===== src/rtl/wdog_pkg.sv =====
package wdog_pkg;

    parameter int BASE_W = 8;
    parameter int SEL_W  = 3;
    parameter int CFG_W  = 8;

    localparam int PS_STAGES = (1 << SEL_W) - 1;
    localparam int CNT_W     = BASE_W + PS_STAGES;

    typedef enum logic [1:0] {
        SRC_OSC   = 2'd0,
        SRC_RTC   = 2'd1,
        SRC_INSTR = 2'd2,
        SRC_ALT   = 2'd3
    } tick_src_e;

    // Events presented to the status keeper in one cycle.
    typedef struct packed {
        logic hard;      // external reset
        logic halt;      // HALT instruction
        logic cleared;   // clear sequence completed
        logic expired;   // timeout this cycle
        logic in_halt;   // core halted
    } wdog_evt_t;

    function automatic logic [CFG_W-1:0] cfg_reset_value();
        return CFG_W'(PS_STAGES);
    endfunction

    function automatic logic [SEL_W-1:0] cfg_sel(input logic [CFG_W-1:0] cfg);
        return cfg[SEL_W-1:0];
    endfunction

endpackage


===== src/rtl/wdog_tick_sel.sv =====
module wdog_tick_sel
    import wdog_pkg::*;
(
    input  tick_src_e src,
    input  logic      tick_osc,
    input  logic      tick_rtc,
    input  logic      tick_instr,
    input  logic      in_halt,
    output logic      tick
);

    always_comb begin
        case (src)
            SRC_OSC: tick = tick_osc;
            SRC_RTC: tick = tick_rtc;
            default: tick = tick_instr & ~in_halt;  // instruction clock stops in halt
        endcase
    end

endmodule


===== src/rtl/wdog_clr_seq.sv =====
module wdog_clr_seq (
    input  logic clk,
    input  logic rst,
    input  logic enable,
    input  logic dual_mode,
    input  logic clr_one,
    input  logic clr_a,
    input  logic clr_b,
    input  logic flush,
    output logic done
);

    logic seen_a_q, seen_b_q;
    logic seen_a_d, seen_b_d;

    always_comb begin
        seen_a_d = seen_a_q | clr_a;
        seen_b_d = seen_b_q | clr_b;
        if (!enable)
            done = 1'b0;
        else if (dual_mode)
            done = seen_a_d & seen_b_d;
        else
            done = clr_one;
    end

    always_ff @(posedge clk) begin
        if (rst || !enable || !dual_mode || flush || done) begin
            seen_a_q <= 1'b0;
            seen_b_q <= 1'b0;
        end else begin
            seen_a_q <= seen_a_d;
            seen_b_q <= seen_b_d;
        end
    end

endmodule


===== src/rtl/wdog_divider.sv =====
module wdog_divider #(
    parameter int BASE_W = wdog_pkg::BASE_W,
    parameter int SEL_W  = wdog_pkg::SEL_W
) (
    input  logic             clk,
    input  logic             rst,
    input  logic             restart,
    input  logic             tick,
    input  logic [SEL_W-1:0] sel,
    output logic             timeout
);

    localparam int STAGES = (1 << SEL_W) - 1;
    localparam int CNT_W  = BASE_W + STAGES;

    logic [CNT_W-1:0] cnt_q;
    logic [CNT_W-1:0] mask;
    logic             wrap;

    // Base stage is always part of the wrap test; prescale stages join per sel.
    for (genvar i = 0; i < CNT_W; i++) begin : g_mask
        if (i < BASE_W) begin : g_base
            assign mask[i] = 1'b1;
        end else begin : g_pre
            assign mask[i] = (SEL_W'(i - BASE_W) < sel);
        end
    end

    assign wrap    = &(cnt_q | ~mask);
    assign timeout = tick & ~restart & wrap;

    always_ff @(posedge clk) begin
        if (rst || restart || timeout)
            cnt_q <= '0;
        else if (tick)
            cnt_q <= cnt_q + 1'b1;
    end

endmodule


===== src/rtl/wdog_status.sv =====
module wdog_status
    import wdog_pkg::*;
#(
    parameter int CFG_W_P = wdog_pkg::CFG_W
) (
    input  logic               clk,
    input  logic               rst,
    input  wdog_evt_t          evt,
    input  logic               cfg_we,
    input  logic [CFG_W_P-1:0] cfg_wdata,
    output logic [CFG_W_P-1:0] cfg_q,
    output logic               to_flag,
    output logic               pdf_flag,
    output logic               chip_req,
    output logic               warm_req
);

    localparam logic [CFG_W_P-1:0] CFG_RST = CFG_W_P'(cfg_reset_value());

    always_ff @(posedge clk) begin
        if (rst) begin
            cfg_q    <= CFG_RST;
            to_flag  <= 1'b0;
            pdf_flag <= 1'b0;
            chip_req <= 1'b0;
            warm_req <= 1'b0;
        end else begin
            chip_req <= evt.expired & ~evt.in_halt & ~evt.hard;
            warm_req <= evt.expired &  evt.in_halt & ~evt.hard;

            if (evt.hard)
                cfg_q <= CFG_RST;
            else if (cfg_we)
                cfg_q <= cfg_wdata;

            if (!evt.hard) begin
                if (evt.halt) begin
                    pdf_flag <= 1'b1;
                    to_flag  <= 1'b0;
                end else if (evt.cleared) begin
                    pdf_flag <= 1'b0;
                    to_flag  <= 1'b0;
                end else if (evt.expired) begin
                    to_flag  <= 1'b1;
                end
            end
        end
    end

endmodule


===== src/rtl/wdog_top.sv =====
module wdog_top
    import wdog_pkg::*;
(
    input  logic       clk,
    input  logic       rst,
    input  logic       ext_rst,
    input  logic       wdt_en_opt,
    input  logic       dual_clr_opt,
    input  logic [1:0] clk_src_sel,
    input  logic       tick_osc,
    input  logic       tick_rtc,
    input  logic       tick_instr,
    input  logic       halt_exec,
    input  logic       in_halt,
    input  logic       clr_one,
    input  logic       clr_a,
    input  logic       clr_b,
    input  logic       cfg_we,
    input  logic [7:0] cfg_wdata,
    output logic [7:0] cfg_rdata,
    output logic       chip_rst_req,
    output logic       warm_rst_req,
    output logic       to_flag,
    output logic       pdf_flag
);

    logic       tick;
    logic       clr_done;
    logic       restart;
    logic       expired;
    logic [7:0] cfg_q;
    wdog_evt_t  evt;

    wdog_tick_sel u_tick (
        .src        (tick_src_e'(clk_src_sel)),
        .tick_osc   (tick_osc),
        .tick_rtc   (tick_rtc),
        .tick_instr (tick_instr),
        .in_halt    (in_halt),
        .tick       (tick)
    );

    wdog_clr_seq u_clr (
        .clk       (clk),
        .rst       (rst),
        .enable    (wdt_en_opt),
        .dual_mode (dual_clr_opt),
        .clr_one   (clr_one),
        .clr_a     (clr_a),
        .clr_b     (clr_b),
        .flush     (ext_rst | halt_exec | expired),
        .done      (clr_done)
    );

    assign restart = ~wdt_en_opt | ext_rst | halt_exec | clr_done;

    wdog_divider #(.BASE_W(BASE_W), .SEL_W(SEL_W)) u_div (
        .clk     (clk),
        .rst     (rst),
        .restart (restart),
        .tick    (tick),
        .sel     (cfg_sel(cfg_q)),
        .timeout (expired)
    );

    always_comb begin
        evt.hard    = ext_rst;
        evt.halt    = halt_exec;
        evt.cleared = clr_done;
        evt.expired = expired;
        evt.in_halt = in_halt;
    end

    wdog_status #(.CFG_W_P(8)) u_stat (
        .clk       (clk),
        .rst       (rst),
        .evt       (evt),
        .cfg_we    (cfg_we),
        .cfg_wdata (cfg_wdata),
        .cfg_q     (cfg_q),
        .to_flag   (to_flag),
        .pdf_flag  (pdf_flag),
        .chip_req  (chip_rst_req),
        .warm_req  (warm_rst_req)
    );

    assign cfg_rdata = cfg_q;

endmodule


===== config.mk =====
export PLATFORM = sky130hd
export DESIGN_NAME = wdog_top
export DESIGN_NICKNAME = d
export VERILOG_FILES = /design/src/rtl/wdog_pkg.sv /design/src/rtl/wdog_tick_sel.sv /design/src/rtl/wdog_clr_seq.sv /design/src/rtl/wdog_divider.sv /design/src/rtl/wdog_status.sv /design/src/rtl/wdog_top.sv
export SDC_FILE = /design/constraint.sdc
export NUM_CORES = 1
export LEC_CHECK = 0
export CORE_MARGIN = 2
export CORE_UTILIZATION = 47
export CTS_CLUSTER_DIAMETER = 80
export DETAILED_ROUTE_END_ITERATION = 8
export PLACE_DENSITY = 0.78
export SYNTH_ARGS = -nofsm -noshare
export SYNTH_HDL_FRONTEND = slang
export SYNTH_SLANG_ARGS = --single-unit

===== constraint.sdc =====
create_clock -name clk -period 2 [get_ports clk]
set_clock_uncertainty 0.05 [all_clocks]
set_input_delay 0.2 -clock clk [delete_from_list [all_inputs] [get_ports clk]]
set_output_delay 0.2 -clock clk [all_outputs]
set_load 0.005 [all_outputs]

==> results.cfg, run 1 <==
[synthesis]
ys.warnings.count = 0
synth-edff-count = 0
yosys.area.top_type_share_pct = 42.53
synthArstFlopShare_pct = 0
synth_seq_cells = 29
synth_fp_nets = 174
synth_area_leaders = dfxtp_1 (43%), mux2i_1 (7.3%), nor2_1 (6.6%), xor2_1 (5.8%), o21ai_0 (2.9%)
synthFlopType = dfxtp_1
synth.avg_cell_area_sq_um = 9.161
synth_cell_types = 36
postSynthCellCount = 149
ys_seq_area_share_pct = 42.53
synthesis.area_sq_mm = 0.001365
synth_top_area_cell = dfxtp_1

[global_routing]
grt.busiest_layer = met2
grt_pass1_wl_mm = 5.278
grtUsageMet2_pct = 35.55
grt_max_degree = 14
grt_pass1_vias = 1222
antenna_found_initial = 0
met1_usage_pct = 23.36
grtUsageMet3_pct = 7.366
grt_usage_pct = 20.72
overflow = 0

[worst_setup_path]
crit_path_max_incr_delay_ns = 0.51
end_kind = flip-flop
cp.required_ns = 2.15
cp_max_fo = 11
criticalPathCategory = reg -> reg
slowest_stage = o31ai_4
path_cells = and4_1 -> and3_1 -> nand3_4 -> o31ai_4 -> nor2_1
startpoint_type = flip-flop
cp_data_arrival_time_ns = 1.92

[power]
netSwitchingFraction_pct = 21.99
pwr-share-seq_pct = 55.7
pwr-share-comb_pct = 11.6
p_sw_mw = 0.2323
power_density_mw_per_mm2 = 574.5
power_frac_clock_pct = 32.7
vdd_drop_max_mv = 0.4602
p_leak_nw = 0.6800
p_int_mw = 0.8244
total_power_mw = 1.057

[layout]
multiInputGateArea_sq_um = 724.4
fillers = 246
stdcell_count = 225
area_growth_pct = 34.74
seq_area_sq_um = 580.6
nets = 219
post-route-util_pct = 66.70
drive_gt1_share_pct = 11.34
num_antenna_cells = 0

[die]
core_sq_mm = 0.002758
die_x_microns = 57.89
die_area_sq_mm = 0.003351
dieHeight_microns = 57.89
start_util_pct = 49.50
fp-row-count = 19
num_io_pins = 36

[timing]
fin_crit_sh_pct = 88.69
rsz0062_at_grt = no
final_max_slew_viol_count = 0
setup_ws_ns = 0.2262
setup_viol = 0
hold_viol_final = 0
worst_pin_slew_ns = 0.5084
fin_crit_ns = 1.774
slew_headroom_pct = 65.80
fmax_mhz = 563.8

[outcome]
status = complete, no violations

[flow_run]
maxCapViolations = 0

[routing]
vias = 1224
drt_pass1_iterations = 4
ant_nets = 0
drc_errors = 0
vias_per_cell = 5.440
wl_mm = 3.057
drt_iter0_markers = 26
routedWlPerCell_microns = 13.59

[clocking]
cts_buffers = 5
clk_latency_ns = 0.32
cts_resized = 1
clk_root_buffer_cell = clkbuf_4
clock_sinks = 29
cts_tree = yes
postCtsHoldBufs = 0
htreeDepth = 2
postCtsSetupBuffers = 0
cts_buffer_depth = 2
path_clk_slew_ns = 0.09

[worst_hold_path]
hold_class = in -> reg

[placed_design]
dp_hpwl_mm = 2.377
gp_congestion = 0.8915
placed_cells = 218
preCtsSetupSlack_ns = -0.2141
io_buffer_count = 35
synth_stat cells, drive strengths merged, types with 2 or more instances:
| cell | instances |
|---|---|
| dfxtp | 29 |
| nor2 | 24 |
| mux2i | 10 |
| xor2 | 9 |
| nand2 | 8 |
| o21ai | 8 |
| inv | 6 |
| buf | 5 |
| nand3 | 5 |
| nand4 | 5 |
| o211ai | 5 |
| and3 | 4 |
| a21oi | 3 |
| nand2b | 3 |
| nor4 | 3 |
| a31oi | 2 |
| and2 | 2 |
| and4 | 2 |
| o31ai | 2 |
| or2 | 2 |
| xnor2 | 2 |
cell families (layout without fill, tap and decap cells):
logic type,count (synthesis),in the layout,synth area share (%)
AND/OR/NAND/NOR,60,60,23.74
flip-flops,29,29,42.53
AO/OA/AOI/OAI,26,26,13.38
buffers and inverters,12,57,5.040
XOR/XNOR,11,11,7.058
multiplexers,10,10,7.333
adder cells (fa/ha/maj),1,1,0.9164
per-layer routing:
layer  share of wire [%]  wire length, microns
met2                  49                  1486
met4                 1.7                    51
met1                  42                  1290
met5                   0                     0
met3                 7.5                   229
critical path, delay by kind of cell, from the launching register on:
family	cells	cell delay [ns]
flops	1	0.39
compound gates	1	0.51
simple gates	4	0.70
state kept, by name, indices dropped and copies added, names as in the netlist:
signal           flops
u_div.cnt_q         15
u_stat.cfg_q         8
u_clr.seen_a_q       1
u_clr.seen_b_q       1
u_stat.chip_req      1
u_stat.pdf_flag      1
u_stat.to_flag       1
u_stat.warm_req      1
power by group through the flow:
stage	combinational (mW)	clock, mW	sequential (mW)
floorplan	0.0467	0	0.603
global placement	0.119	0	0.602
detailed placement	0.122	0	0.603
CTS	0.124	0.356	0.589
global route	0.133	0.388	0.590
finish	0.122	0.345	0.589
cell usage in the layout (no fill, tap or decap), types with 2 or more instances in the layout:
cell type / instances
nand4_1: 5
xor2_1: 9
o211ai_1: 5
and4_1: 2
a31oi_1: 2
nand2b_1: 3
buf_4: 9
and3_1: 4
a21oi_1: 3
nor2_1: 24
clkdlybuf4s50_1: 35
inv_1: 6
dfxtp_1: 29
and2_1: 2
o21ai_0: 8
mux2i_1: 10
clkbuf_4: 5
nor4_2: 2
nand3_1: 4
nand2_1: 8
xnor2_1: 2
stage by stage:
step	hold WS (ns)	TNS (ns)	instance area [sq um]
final	0.4229	0	1839
after global routing	0.4193	0	1839
after CTS	0.4153	0	1839
after detailed placement	0.4271	-2.046	1775
after global placement	0.4134	-1.109	1775
after floorplan	0.2191	0	1365
layout make-up:
cell class	instances	area share (%)
clock buffer	7	2.993
inverter	6	1.224
timing repair buffer	44	22.72
multi-input combinational	108	39.39
sequential	29	31.56
tap	31	2.109
worst paths after layout:
kind                    from         endpoint  slack [ns]  cells after the start
max reg2reg   u_div.cnt_q[3]   u_div.cnt_q[6]        0.23                      5
min             cfg_wdata[0]  u_stat.cfg_q[0]        0.42                      3
max           u_div.cnt_q[3]   u_div.cnt_q[6]        0.23                      5
min reg2reg  u_stat.pdf_flag  u_stat.pdf_flag        0.43                      2
Note: power is estimated with default switching activity, not from simulation.
==> inputs of run 2 (changes only) <==
--- a/config.mk
+++ b/config.mk
@@ -5,6 +5,7 @@
 export SDC_FILE = /design/constraint.sdc
 export NUM_CORES = 1
 export LEC_CHECK = 0
+export CORE_ASPECT_RATIO = 1.75
 export CORE_MARGIN = 2
 export CORE_UTILIZATION = 47
 export CTS_CLUSTER_DIAMETER = 80
==> run 2 against run 1 <==
  * Die area grew 0.51%
  * Maximum frequency grew 0.43%
  * Wire length grew 3.1%
  * First-iteration DRC count grew 38%
  * Hold slack gained 0.017 ns
  * Register-to-register slack is essentially flat
  * Cell count shrank 1.3%
  * Non-clock buffer count grew 1
  * Via count grew 1.5%
  * Flip-flop and latch count is the same
  * Critical path type unchanged
==> results.cfg, run 2 (same netlist as run 1, synthesis figures left out) <==
[routing]
vias_per_cell = 5.595
drc_errors = 0
vias = 1242
drt_iter0_markers = 36
ant_nets = 0
drt_pass1_iterations = 4
wl_mm = 3.151
routedWlPerCell_microns = 14.19

[layout]
largest_reg_flops = 15
num_antenna_cells = 0
layout_common_cells = clkdlybuf4s50_1 (35), dfxtp_1 (29), nor2_1 (24)
stdcell_count = 222
area_growth_pct = 37.21
fin_area_sq_mm = 0.001873
top_register = u_div.cnt_q
fillers = 211
final_common_cell = clkdlybuf4s50_1
reg.largest.list = u_div.cnt_q (15), u_stat.cfg_q (8)
nets = 220
drive_gt1_share_pct = 11.79

[worst_setup_path]
slowest_stage = o31ai_4
path_cells = and4_1 -> o21ai_0 -> o21a_1 -> o31ai_4 -> nor2_1
criticalPathCategory = reg -> reg
crit_path_max_incr_delay_ns = 0.44
cp_max_fo = 11
cp_data_arrival_time_ns = 1.86
crit_family = compound AO/OA/AOI/OAI gates
cp.required_ns = 2.09
startpoint_type = flip-flop
end_kind = flip-flop
worstPathBufferInverterCount = 0

[timing]
setup_ws_ns = 0.2338
fmax_mhz = 566.2
setup_viol = 0
hold_viol_final = 0
fin_crit_ns = 1.766
fin_crit_sh_pct = 88.31
hold_ws_ns = 0.4402
rsz0062_at_grt = no
worst_pin_slew_ns = 0.4805
slew_headroom_pct = 67.63
final_max_slew_viol_count = 0

[placed_design]
placed_cells = 215
dp_hpwl_mm = 2.471
io_buffer_count = 35
gp_congestion = 0.8305
dpl-instance-area_sq_mm = 0.001778
preCtsSetupSlack_ns = -0.1517

[die]
die_x_microns = 44.74
start_util_pct = 50.16
core_sq_mm = 0.002721
die_area_sq_mm = 0.003368
dieHeight_microns = 75.29
num_io_pins = 36
fp-row-count = 25

[clocking]
clock_sinks = 29
cts_buffer_depth = 2
cts_buffers = 5
path_clk_slew_ns = 0.06
postCtsHoldBufs = 0
clk_root_buffer_cell = clkbuf_8
clk_latency_ns = 0.28
cts_tree = yes
htreeDepth = 2

[flow_run]
maxCapViolations = 0

[power]
power_density_mw_per_mm2 = 633.0
p_leak_nw = 0.6997
vdd_drop_max_mv = 0.5434

[global_routing]
grt_usage_pct = 21.20
overflow = 0
grt_max_degree = 14
antenna_found_initial = 0
grt_pass1_wl_mm = 5.154
grt_pass1_vias = 1199

[outcome]
status = complete, no violations

[worst_hold_path]
hold_class = reg -> reg
==> run 2: cell types whose count changed in the layout (fill, tap and decap cells not counted) <==
cell	before	now
buf_4	9	10
clkbuf_8	1	6
clkbuf_4	5	0
==> run 2: final cells by class <==
type / count / area, sq um / share of cell area [%]
inverters: 6 / 22.52 / 1.202
flip-flops and latches: 29 / 580.6 / 31.00
well taps: 27 / 33.78 / 1.804
multi-input cells: 108 / 724.4 / 38.68
clock buffers: 7 / 86.33 / 4.609
repair buffers: 45 / 425.4 / 22.71
==> run 2: tightest hold or removal path: cells and delay by family, from the launching register on <==
family,cells,cell delay [ns]
AOI/OAI and AO/OA,2,0.14
DFF,1,0.31
==> run 2: final timing paths <==
kind,start,endpoint,slack [ns],cells past startpoint
max,u_div.cnt_q[9],u_div.cnt_q[3],0.23,5
min,u_stat.pdf_flag,u_stat.pdf_flag,0.44,2
max reg2reg,u_div.cnt_q[9],u_div.cnt_q[3],0.23,5
min reg2reg,u_stat.pdf_flag,u_stat.pdf_flag,0.44,2
==> run 2: per-stage QoR <==
step	utilization [%]	power, mW	TNS [ns]
after floorplan	-	0.6498	0
after global placement	65.33	0.7240	-0.9301
after detailed placement	65.33	0.7270	-1.399
after CTS	68.83	1.201	0
after global routing	68.83	1.224	0
final	68.83	1.186	0
==> run 2: per-layer routing <==
metal  share of wire, %  vias up  global-route usage, %
met5                  0        -                      0
met4                3.2        0                  12.12
met3                6.5        8                  7.583
met2                 56       34                  38.65
met1                 35      585                  19.56
li1                   -      615                      -
==> run 2: power by group <==
part / internal, mW / total [mW] / switching [mW]
clock network: 0.272 / 0.471 / 0.199
logic: 0.0766 / 0.124 / 0.0474
registers: 0.585 / 0.591 / 0.00570
total: 0.934 / 1.19 / 0.252
==> run 2: what timing repair did <==
item / 4_1_cts / 5_1_grt
buffers inserted: 0 / 0
gates resized for setup: 1 / 0
endpoints found under the setup margin: 1 / 0
==> inputs of run 3 (changes only) <==
--- a/config.mk
+++ b/config.mk
@@ -10,6 +10,7 @@
 export CORE_UTILIZATION = 47
 export CTS_CLUSTER_DIAMETER = 80
 export DETAILED_ROUTE_END_ITERATION = 8
+export GPL_TIMING_DRIVEN = 0
 export PLACE_DENSITY = 0.78
 export SYNTH_ARGS = -nofsm -noshare
 export SYNTH_HDL_FRONTEND = slang
==> run 3 against run 2 <==
  * Final area down 2.3%
  * Flip-flop and latch count unchanged
  * First-iteration DRC count down 44%
  * Maximum frequency down 5.5%
  * Critical path type is now in -> reg
  * Global-route usage about the same
  * Largest cell class unchanged
  * Largest power group unchanged
==> results.cfg, run 3 (same netlist as run 1, synthesis figures left out) <==
[global_routing]
grt_pass1_vias = 1232
antenna_found_initial = 0
grt_max_degree = 11
overflow = 0
grt_pass1_wl_mm = 5.154
grt_usage_pct = 21.22

[power]
vdd_drop_max_mv = 0.4658
p_leak_nw = 0.6708
power_density_mw_per_mm2 = 643.9
total_power_mw = 1.178

[die]
dieHeight_microns = 75.29
core_sq_mm = 0.002721
die_area_sq_mm = 0.003368
fp-row-count = 25
die_x_microns = 44.74
start_util_pct = 50.16
num_io_pins = 36

[worst_setup_path]
path_cells = clkdlybuf4s50_1 -> or2_1 -> buf_6 -> or4_4 -> buf_6 -> nor4_2
cp_max_fo = 9
startpoint_type = input port
crit_path_max_incr_delay_ns = 0.53
end_kind = flip-flop
criticalPathCategory = in -> reg
timing.critical_path.mode_cell = buf_6
slowest_stage = clkdlybuf4s50_1
cp_data_arrival_time_ns = 2.01
cp.required_ns = 2.15

[timing]
worst_pin_slew_ns = 0.5739
fin_crit_ns = 1.868
rsz0062_at_grt = no
fmax_mhz = 535.3
hold_ws_ns = 0.3748
setup_viol = 0
fin_setup_tns_ns = 0
slew_headroom_pct = 61.74
hold_viol_final = 0
fin_crit_sh_pct = 93.41
final_max_slew_viol_count = 0

[layout]
drive_gt1_share_pct = 10.99
final_common_cell = clkdlybuf4s50_1
area_growth_pct = 34.01
num_antenna_cells = 0
top_register = u_div.cnt_q
largest_reg_flops = 15
reg.largest.list = u_div.cnt_q (15), u_stat.cfg_q (8)
nets = 215
stdcell_count = 218
layout_common_cells = clkdlybuf4s50_1 (34), dfxtp_1 (29), nor2_1 (24)

[routing]
vias = 1239
drt_iter0_markers = 20
drc_errors = 0
ant_nets = 0
drt_pass1_iterations = 4
wl_mm = 3.098
routedWlPerCell_microns = 14.21
vias_per_cell = 5.683

[clocking]
clk_latency_ns = 0.28
postCtsHoldBufs = 0
htreeDepth = 2
path_clk_slew_ns = 0.07
cts_buffers = 5
cts_tree = yes
cts_buffer_depth = 2
clock_sinks = 29
clk_root_buffer_cell = clkbuf_8

[placed_design]
placed_cells = 210
gp_congestion = 0.8180
dp_hpwl_mm = 2.429
io_buffer_count = 34

[outcome]
status = complete, no violations

[worst_hold_path]
hold_class = in -> reg

[flow_run]
maxCapViolations = 0
## run 3: cell type report
cell class                 instances  area [sq um]
fill                             232         892.1
multi-input combinational        108         719.4
sequential                        29         580.6
timing repair buffer              34         340.3
clock buffer                       5         68.82
buffer                             6         46.29
tap                               27         33.78
inverter                           6         22.52
clock inverter                     3         17.52
## run 3: final timing paths
path	from	end	slack (ns)	depth (start not counted)
setup / recovery	ext_rst	u_stat.warm_req	0.13	6
hold / removal	cfg_we	u_stat.cfg_q[0]	0.37	3
setup reg to reg	u_div.cnt_q[2]	u_div.cnt_q[4]	0.14	7
hold reg to reg	u_stat.pdf_flag	u_stat.pdf_flag	0.44	2
## run 3: what timing repair did
item | CTS | global route
setup buffers | 0 | 0
setup endpoints to repair | 0 | 10
resized for setup | 0 | 1
## run 3: critical path, delay by kind of cell
family                 cells  cell delay, ns
AND/OR/NAND/NOR            3            1.00
buffers and inverters      3            0.82
## run 3: report_power, final
part / switching, mW / internal, mW
Combinational: 0.0479 / 0.0723
Clock: 0.228 / 0.239
Sequential: 0.00520 / 0.585
Total: 0.281 / 0.896
## run 3: routing by layer
layer | up-vias | part of all wire (%) | track usage, %
met5 | - | 0 | 0
met4 | 0 | 2.9 | 14.14
met3 | 10 | 5.6 | 5.213
met2 | 35 | 56 | 39.29
met1 | 589 | 36 | 19.58
li1 | 605 | - | -
## run 3: per-stage QoR
step           area [sq um]  setup slack (ns)  utilization (%)
6_report               1829            0.1318            67.22
5_1_grt                1829           0.03607            67.22
3_3_place_gp           1739           -0.2139            63.91
3_5_place_dp           1739           -0.2190            63.91
2_1_floorplan          1365            0.3615                -
4_1_cts                1826           0.06602            67.08
